`src/rtl/wpc_pkg.sv`:
```
// Package: shared constants for the word-counting program counter.
// Assumes instructions are 32 bits wide and aligned, so a byte address
// carries a fixed number of zero bits below the word index.
package wpc_pkg;
    // Number of always-zero byte-offset bits below the word index.
    localparam int unsigned WPC_ALIGN_BITS = 2;
endpackage

```
`src/rtl/wpc_offset_ext.sv`:
```
// Module: wpc_offset_ext
// Sign-extends the signed word offset to the counter width and gates it
// to zero when the branch is not taken. Assumes PC_W >= IMM_W.
module wpc_offset_ext #(
    parameter int unsigned PC_W  = 30,
    parameter int unsigned IMM_W = 16
) (
    input  logic             take,
    input  logic [IMM_W-1:0] imm,
    output logic [PC_W-1:0]  ofs
);
    localparam int unsigned PAD_W = PC_W - IMM_W;

    logic [PC_W-1:0] ext;

    generate
        if (PAD_W > 0) begin : g_pad
            // Replicate the sign bit into the upper bits.
            always_comb ext = {{PAD_W{imm[IMM_W-1]}}, imm};
        end else begin : g_nopad
            // Widths match; pass the immediate through.
            always_comb ext = imm[PC_W-1:0];
        end
    endgenerate

    // Zero the offset when falling through to the next word.
    always_comb ofs = take ? ext : '0;
endmodule

```
`src/rtl/wpc_next_calc.sv`:
```
// Module: wpc_next_calc
// Forms the candidate next word count: current + 1 + offset, modulo 2^PC_W.
// Assumes the offset is already gated to zero for sequential flow.
module wpc_next_calc #(
    parameter int unsigned PC_W = 30
) (
    input  logic [PC_W-1:0] cur,
    input  logic [PC_W-1:0] ofs,
    output logic [PC_W-1:0] nxt
);
    // One adder chain; carry out of the top bit is discarded (wrap).
    always_comb nxt = cur + PC_W'(1) + ofs;
endmodule

```
`src/rtl/wpc_state_reg.sv`:
```
// Module: wpc_state_reg
// The word-count register with synchronous active-low reset and load enable.
// Assumes the reset value fits in PC_W bits.
module wpc_state_reg #(
    parameter int unsigned     PC_W  = 30,
    parameter logic [PC_W-1:0] START = '0
) (
    input  logic            clk,
    input  logic            rst_n,
    input  logic            load,
    input  logic [PC_W-1:0] d,
    output logic [PC_W-1:0] q
);
    // Reset wins; otherwise load when enabled, else hold.
    always_ff @(posedge clk) begin
        if (!rst_n)
            q <= START;
        else if (load)
            q <= d;
    end
endmodule

```
`src/rtl/word_pc_seq.sv`:
```
// Module: word_pc_seq (top)
// Word-addressed program counter with next-address logic. It stores only the
// word index and appends the zero alignment bits to form the byte address.
// Assumes one instruction per enabled clock edge and aligned 32-bit words.
module word_pc_seq #(
    parameter int unsigned     PC_W  = 30,
    parameter int unsigned     IMM_W = 16,
    parameter logic [PC_W-1:0] START = '0
) (
    input  logic                                 clk,
    input  logic                                 rst_n,
    input  logic                                 adv_en,
    input  logic                                 br_taken,
    input  logic [IMM_W-1:0]                     br_offset,
    output logic [PC_W+wpc_pkg::WPC_ALIGN_BITS-1:0] fetch_addr,
    output logic [PC_W-1:0]                      pc_word
);
    import wpc_pkg::*;

    localparam int unsigned ADDR_W = PC_W + WPC_ALIGN_BITS;

    logic [PC_W-1:0] cur_w;
    logic [PC_W-1:0] ofs_w;
    logic [PC_W-1:0] nxt_w;

    wpc_offset_ext #(.PC_W(PC_W), .IMM_W(IMM_W)) u_ext (
        .take (br_taken),
        .imm  (br_offset),
        .ofs  (ofs_w)
    );

    wpc_next_calc #(.PC_W(PC_W)) u_calc (
        .cur (cur_w),
        .ofs (ofs_w),
        .nxt (nxt_w)
    );

    wpc_state_reg #(.PC_W(PC_W), .START(START)) u_reg (
        .clk   (clk),
        .rst_n (rst_n),
        .load  (adv_en),
        .d     (nxt_w),
        .q     (cur_w)
    );

    // Byte address: word index above the zero alignment bits.
    always_comb fetch_addr = {cur_w, {WPC_ALIGN_BITS{1'b0}}};

    // Word count straight from the register.
    always_comb pc_word = cur_w;

    // Width sanity for the derived address bus.
    initial if (ADDR_W != $bits(fetch_addr)) $display("word_pc_seq: width mismatch");
endmodule

```
`config.mk`:
```
export PLATFORM = sky130hd
export DESIGN_NAME = word_pc_seq
export DESIGN_NICKNAME = d
export VERILOG_FILES = /design/src/rtl/wpc_pkg.sv /design/src/rtl/wpc_offset_ext.sv /design/src/rtl/wpc_next_calc.sv /design/src/rtl/wpc_state_reg.sv /design/src/rtl/word_pc_seq.sv
export SDC_FILE = /design/constraint.sdc
export NUM_CORES = 1
export LEC_CHECK = 0
export ABC_AREA = 1
export CAP_MARGIN = 20
export CORE_MARGIN = 2
export CORE_UTILIZATION = 56
export DETAILED_ROUTE_END_ITERATION = 6
export GPL_ROUTABILITY_DRIVEN = 1
export PLACE_DENSITY = 0.88
export RECOVER_POWER = 25
export SYNTH_ARGS = -nofsm -noshare
export SYNTH_HDL_FRONTEND = slang
export SYNTH_SLANG_ARGS = --single-unit
```
`constraint.sdc`:
```
create_clock -name clk -period 4.8 [get_ports clk]
set_input_delay 0.72 -clock clk [delete_from_list [all_inputs] [get_ports clk]]
set_output_delay 0.72 -clock clk [all_outputs]
set_load 0.03 [all_outputs]
```
==> flow_summary_export.csv <==
group,metric,value,unit
status,run_status,"completed",
grt,pin_count_of_the_biggest_net_entering_global_routing,33,
setup_path,maximum_fanout_along_the_worst_path,23,
floorplan,floorplan.rows,29,
final_layout,top_regs,"u_reg.q: 30 flops",
logic_synthesis,synth.cell_area,3640,µm²
logic_synthesis,share_of_the_yosys_chip_area_belonging_to_registers,0.165,
drt,avgRoutedWirePerCell,12.6,µm
setup_path,critical-path-slowest-cell,"dlygate4sd3_1",
logic_synthesis,synth.lib_cells_used.distinct,33,
pwr,ir_drop,0.147,mV
pwr,power_switching,0.000441,W
logic_synthesis,synthSimpleGateAreaFrac,0.421,
final_layout,final_layout_fill_cell_count,604,
final_layout,flow.area_growth_from_synthesis,18.1,%
final_layout,largest_reg_flops,30,
sta,timing.final.max_slew_violations,0,
logic_synthesis,synthDominantAreaCellType,"nand2_1",
setup_path,cp_most_frequent_cell,"nand2_1",
final_layout,utilization,0.681,
setup_path,reg_to_reg_setup_timing_slack,2600,ps
drt,drt_first_iter_violations,298,
sta,max-slew-margin-rel,0.300,
pwr,report.power.total,0.00101,W
logic_synthesis,yosys.area_share.xor_xnor,0.0457,
cts,clk_latency,290,ps
sta,fin_hold_ws,579,ps
final_layout,multi_input_comb_area,2250,µm²
placed_design,hpwl,7.48,mm
sta,grt_setup_unrepaired,"no",
logic_synthesis,postSynthAreaPerCell,5.58,µm²
drt,drcViolationCount,0,
sta,max_clock_freq,297,MHz
drt,viasPerCell,5.21,
placed_design,gp_congestion,1.01,
cts,worst_setup_hold_path_clk_slew,70,ps
logic_synthesis,synth.top_cell.area_share,0.203,
logic_synthesis,synth_top_family_by_area,"simple AND/OR/NAND/NOR gates",
pwr,internal_cell_power,0.000565,W
final_layout,ff_latch_area,601,µm²
logic_synthesis,synth_flop_cell,"dfxtp_1",
setup_path,worstPathRequired,4990,ps
final_layout,largest-register,"u_reg.q",
cts,cts.hold.buffers_added,0,
cts,clkSinkCount,30,
setup_path,critPathMaxStageDelay,960,ps
setup_path,worst_setup_path_end_kind,"register",
floorplan,die_width,84.6,µm
cts,cts_buffers,5,
floorplan,top_level_ports,82,
final_layout,layout.cells.most_common_list,"nand2_1 (197), inv_1 (120), nor2_1 (66)",
sta,setup_viol_count_final,0,
grt,grt_antenna_before_repair,0,
logic_synthesis,synth_warnings,0,
final_layout,layout-drive-gt1-share,0.0504,
floorplan,fp.coreArea,6310,µm²
sta,layout_worst_path_cycle_share,0.701,
cts,post_cts_buffers,0,
logic_synthesis,synth_instances,653,
logic_synthesis,synth_edf_count,0,
setup_path,cp-start-kind,"input port",
logic_synthesis,yosys-mux-area-fraction,0,
grt,grt_overflow,0,
grt,global_route.usage.total,0.274,
setup_path,critical_path_arrival,3550,ps
cts,tritoncts,"built",
drt,num_vias,4019,
logic_synthesis,synth_top_cells_by_area,"nand2_1 (20%), dfxtp_1 (16%), inv_1 (12%), nand3_1 (7.8%), buf_4 (7.2%)",
sta,clock-skew-final,13.0,ps
floorplan,chipHeight,84.6,µm
worst_hold_path,worstHoldPathType,"register to register",
pwr,combinational_power_share,0.482,
floorplan,floorplan.initialDensity,0.577,
drt,wl,9.71,mm
logic_synthesis,synth_adder_area_share,0.0570,
grt,grt_first_pass_wirelength,16.2,mm
cts,cts_root_buffer,"clkbuf_8",
drt,ant_nets,0,
cts,htree_levels,2,
setup_path,worst-setup-path-type,"input port to register",
final_layout,layout.cells.most_common,"nand2_1",
sta,final_hold_violations,0,
logic_synthesis,compound_cell_area_share_of_the_yosys_netlist,0.0918,
drt,detailedRoute.firstPassIterationCount,5,
cts,cts.repair.resized,0,
pwr,power_density,234,nW/µm²
logic_synthesis,synth-async-reset-ratio,0,
final_layout,antenna-diode-count,0,
setup_path,crit_chain,"dlygate4sd3_1 -> buf_4 -> nand2_1 -> inv_1 -> ha_1 -> a21o_1 -> inv_1 -> o21ai_0 -> nand3_1 -> nand2_1 -> nand2_1 -> nand3_1 -> nand2_1 -> nand3_1 -> nand2_1 -> inv_1",
cts,clk_path_buf_depth,2,
sta,timing_worst_slew_pin_value,1050,ps
pwr,power.share.switching,0.438,
pwr,clkPwrFrac,0.220,
run,timing.max_cap.violations,0,
grt,grt_pass1_vias,3615,
final_layout,num-nets-final,730,
pwr,leakage_power,2.48,nW
pwr,seq_power_share,0.298,
placed_design,port-buffer-count,79,
floorplan,die_area,7160,µm²
logic_synthesis,yosys_register_bits,30,
sta,setup_total_negative_slack,0,ps
sta,finalWorstPathRequiredPeriod,3370,ps
[power by group through the flow]
stage	Combinational, W	Clock [W]	Sequential (W)
final	0.000484	0.000221	0.000299
after global routing	0.000527	0.000235	0.000303
after global placement	0.000480	0	0.000304
after detailed placement	0.000485	0	0.000306
after floorplan	0.000318	0	0.000346
after CTS	0.000488	0.000227	0.000300
[cell type report]
cell class	instances	area share
inverter	122	0.107
sequential	30	0.140
multi-input combinational	454	0.523
timing repair buffer	81	0.187
clock buffer	7	0.0201
clock inverter	1	0.00116
tap	77	0.0224
[worst max-delay path: cells and delay by family]
kind	cells	cell delay, ps
buf+inv	5	1500
fa+ha+maj	1	270
compound gates	2	350
simple gates	8	690
[stage by stage]
step | cell area [µm²] | setup slack, ps | std cells
after floorplan | 3640 | 1900 | 654
after CTS | 4300 | 1570 | 772
after detailed placement | 4210 | 1280 | 764
after global placement | 4210 | 1330 | 764
final | 4300 | 1430 | 772
after global routing | 4300 | 1260 | 772
[cells by family (layout without fill, tap and decap cells)]
| group | Yosys count | after routing |
|---|---|---|
| AO/OA/AOI/OAI | 63 | 63 |
| XOR/XNOR | 19 | 19 |
| adder cells (fa/ha/maj) | 16 | 16 |
| buffers and inverters | 170 | 211 |
| flip-flops | 30 | 30 |
| other | 1 | 2 |
| AND/OR/NAND/NOR | 354 | 354 |
[synthesized netlist by cell type (2+ instances only)]
cell type and number:
xor2_1 16, ha_1 15, nor2_2 6, nand2_1 197, nand2_2 9, xnor2_1 3
a31oi_1 3, nand2_4 4, a41oi_1 2, clkbuf_1 8, buf_4 35, nand3_1 57
nand4_1 6, inv_2 2, o21ai_0 21, a21oi_1 29, nor2_4 5, buf_6 2
nand3b_1 2, inv_1 120, dfxtp_1 30, o21ai_1 5, nor2_1 66
[final timing paths]
kind	start	cells after the start	endpoint
setup / recovery	br_taken	16	u_reg.q[26]
hold / removal	u_reg.q[0]	2	u_reg.q[0]
setup reg to reg	u_reg.q[0]	15	u_reg.q[24]
hold reg to reg	u_reg.q[0]	2	u_reg.q[0]
[routing by layer]
metal	GRT usage	up-vias	part of all wire	routed length, µm
met2	0.453	158	0.46	4430
li1	-	2037	-	-
met5	0	-	0	0
met4	0.0750	0	0.015	146
met3	0.0334	14	0.059	571
met1	0.375	1810	0.47	4570
No activity file was read; power rests on OpenSTA's default activity.
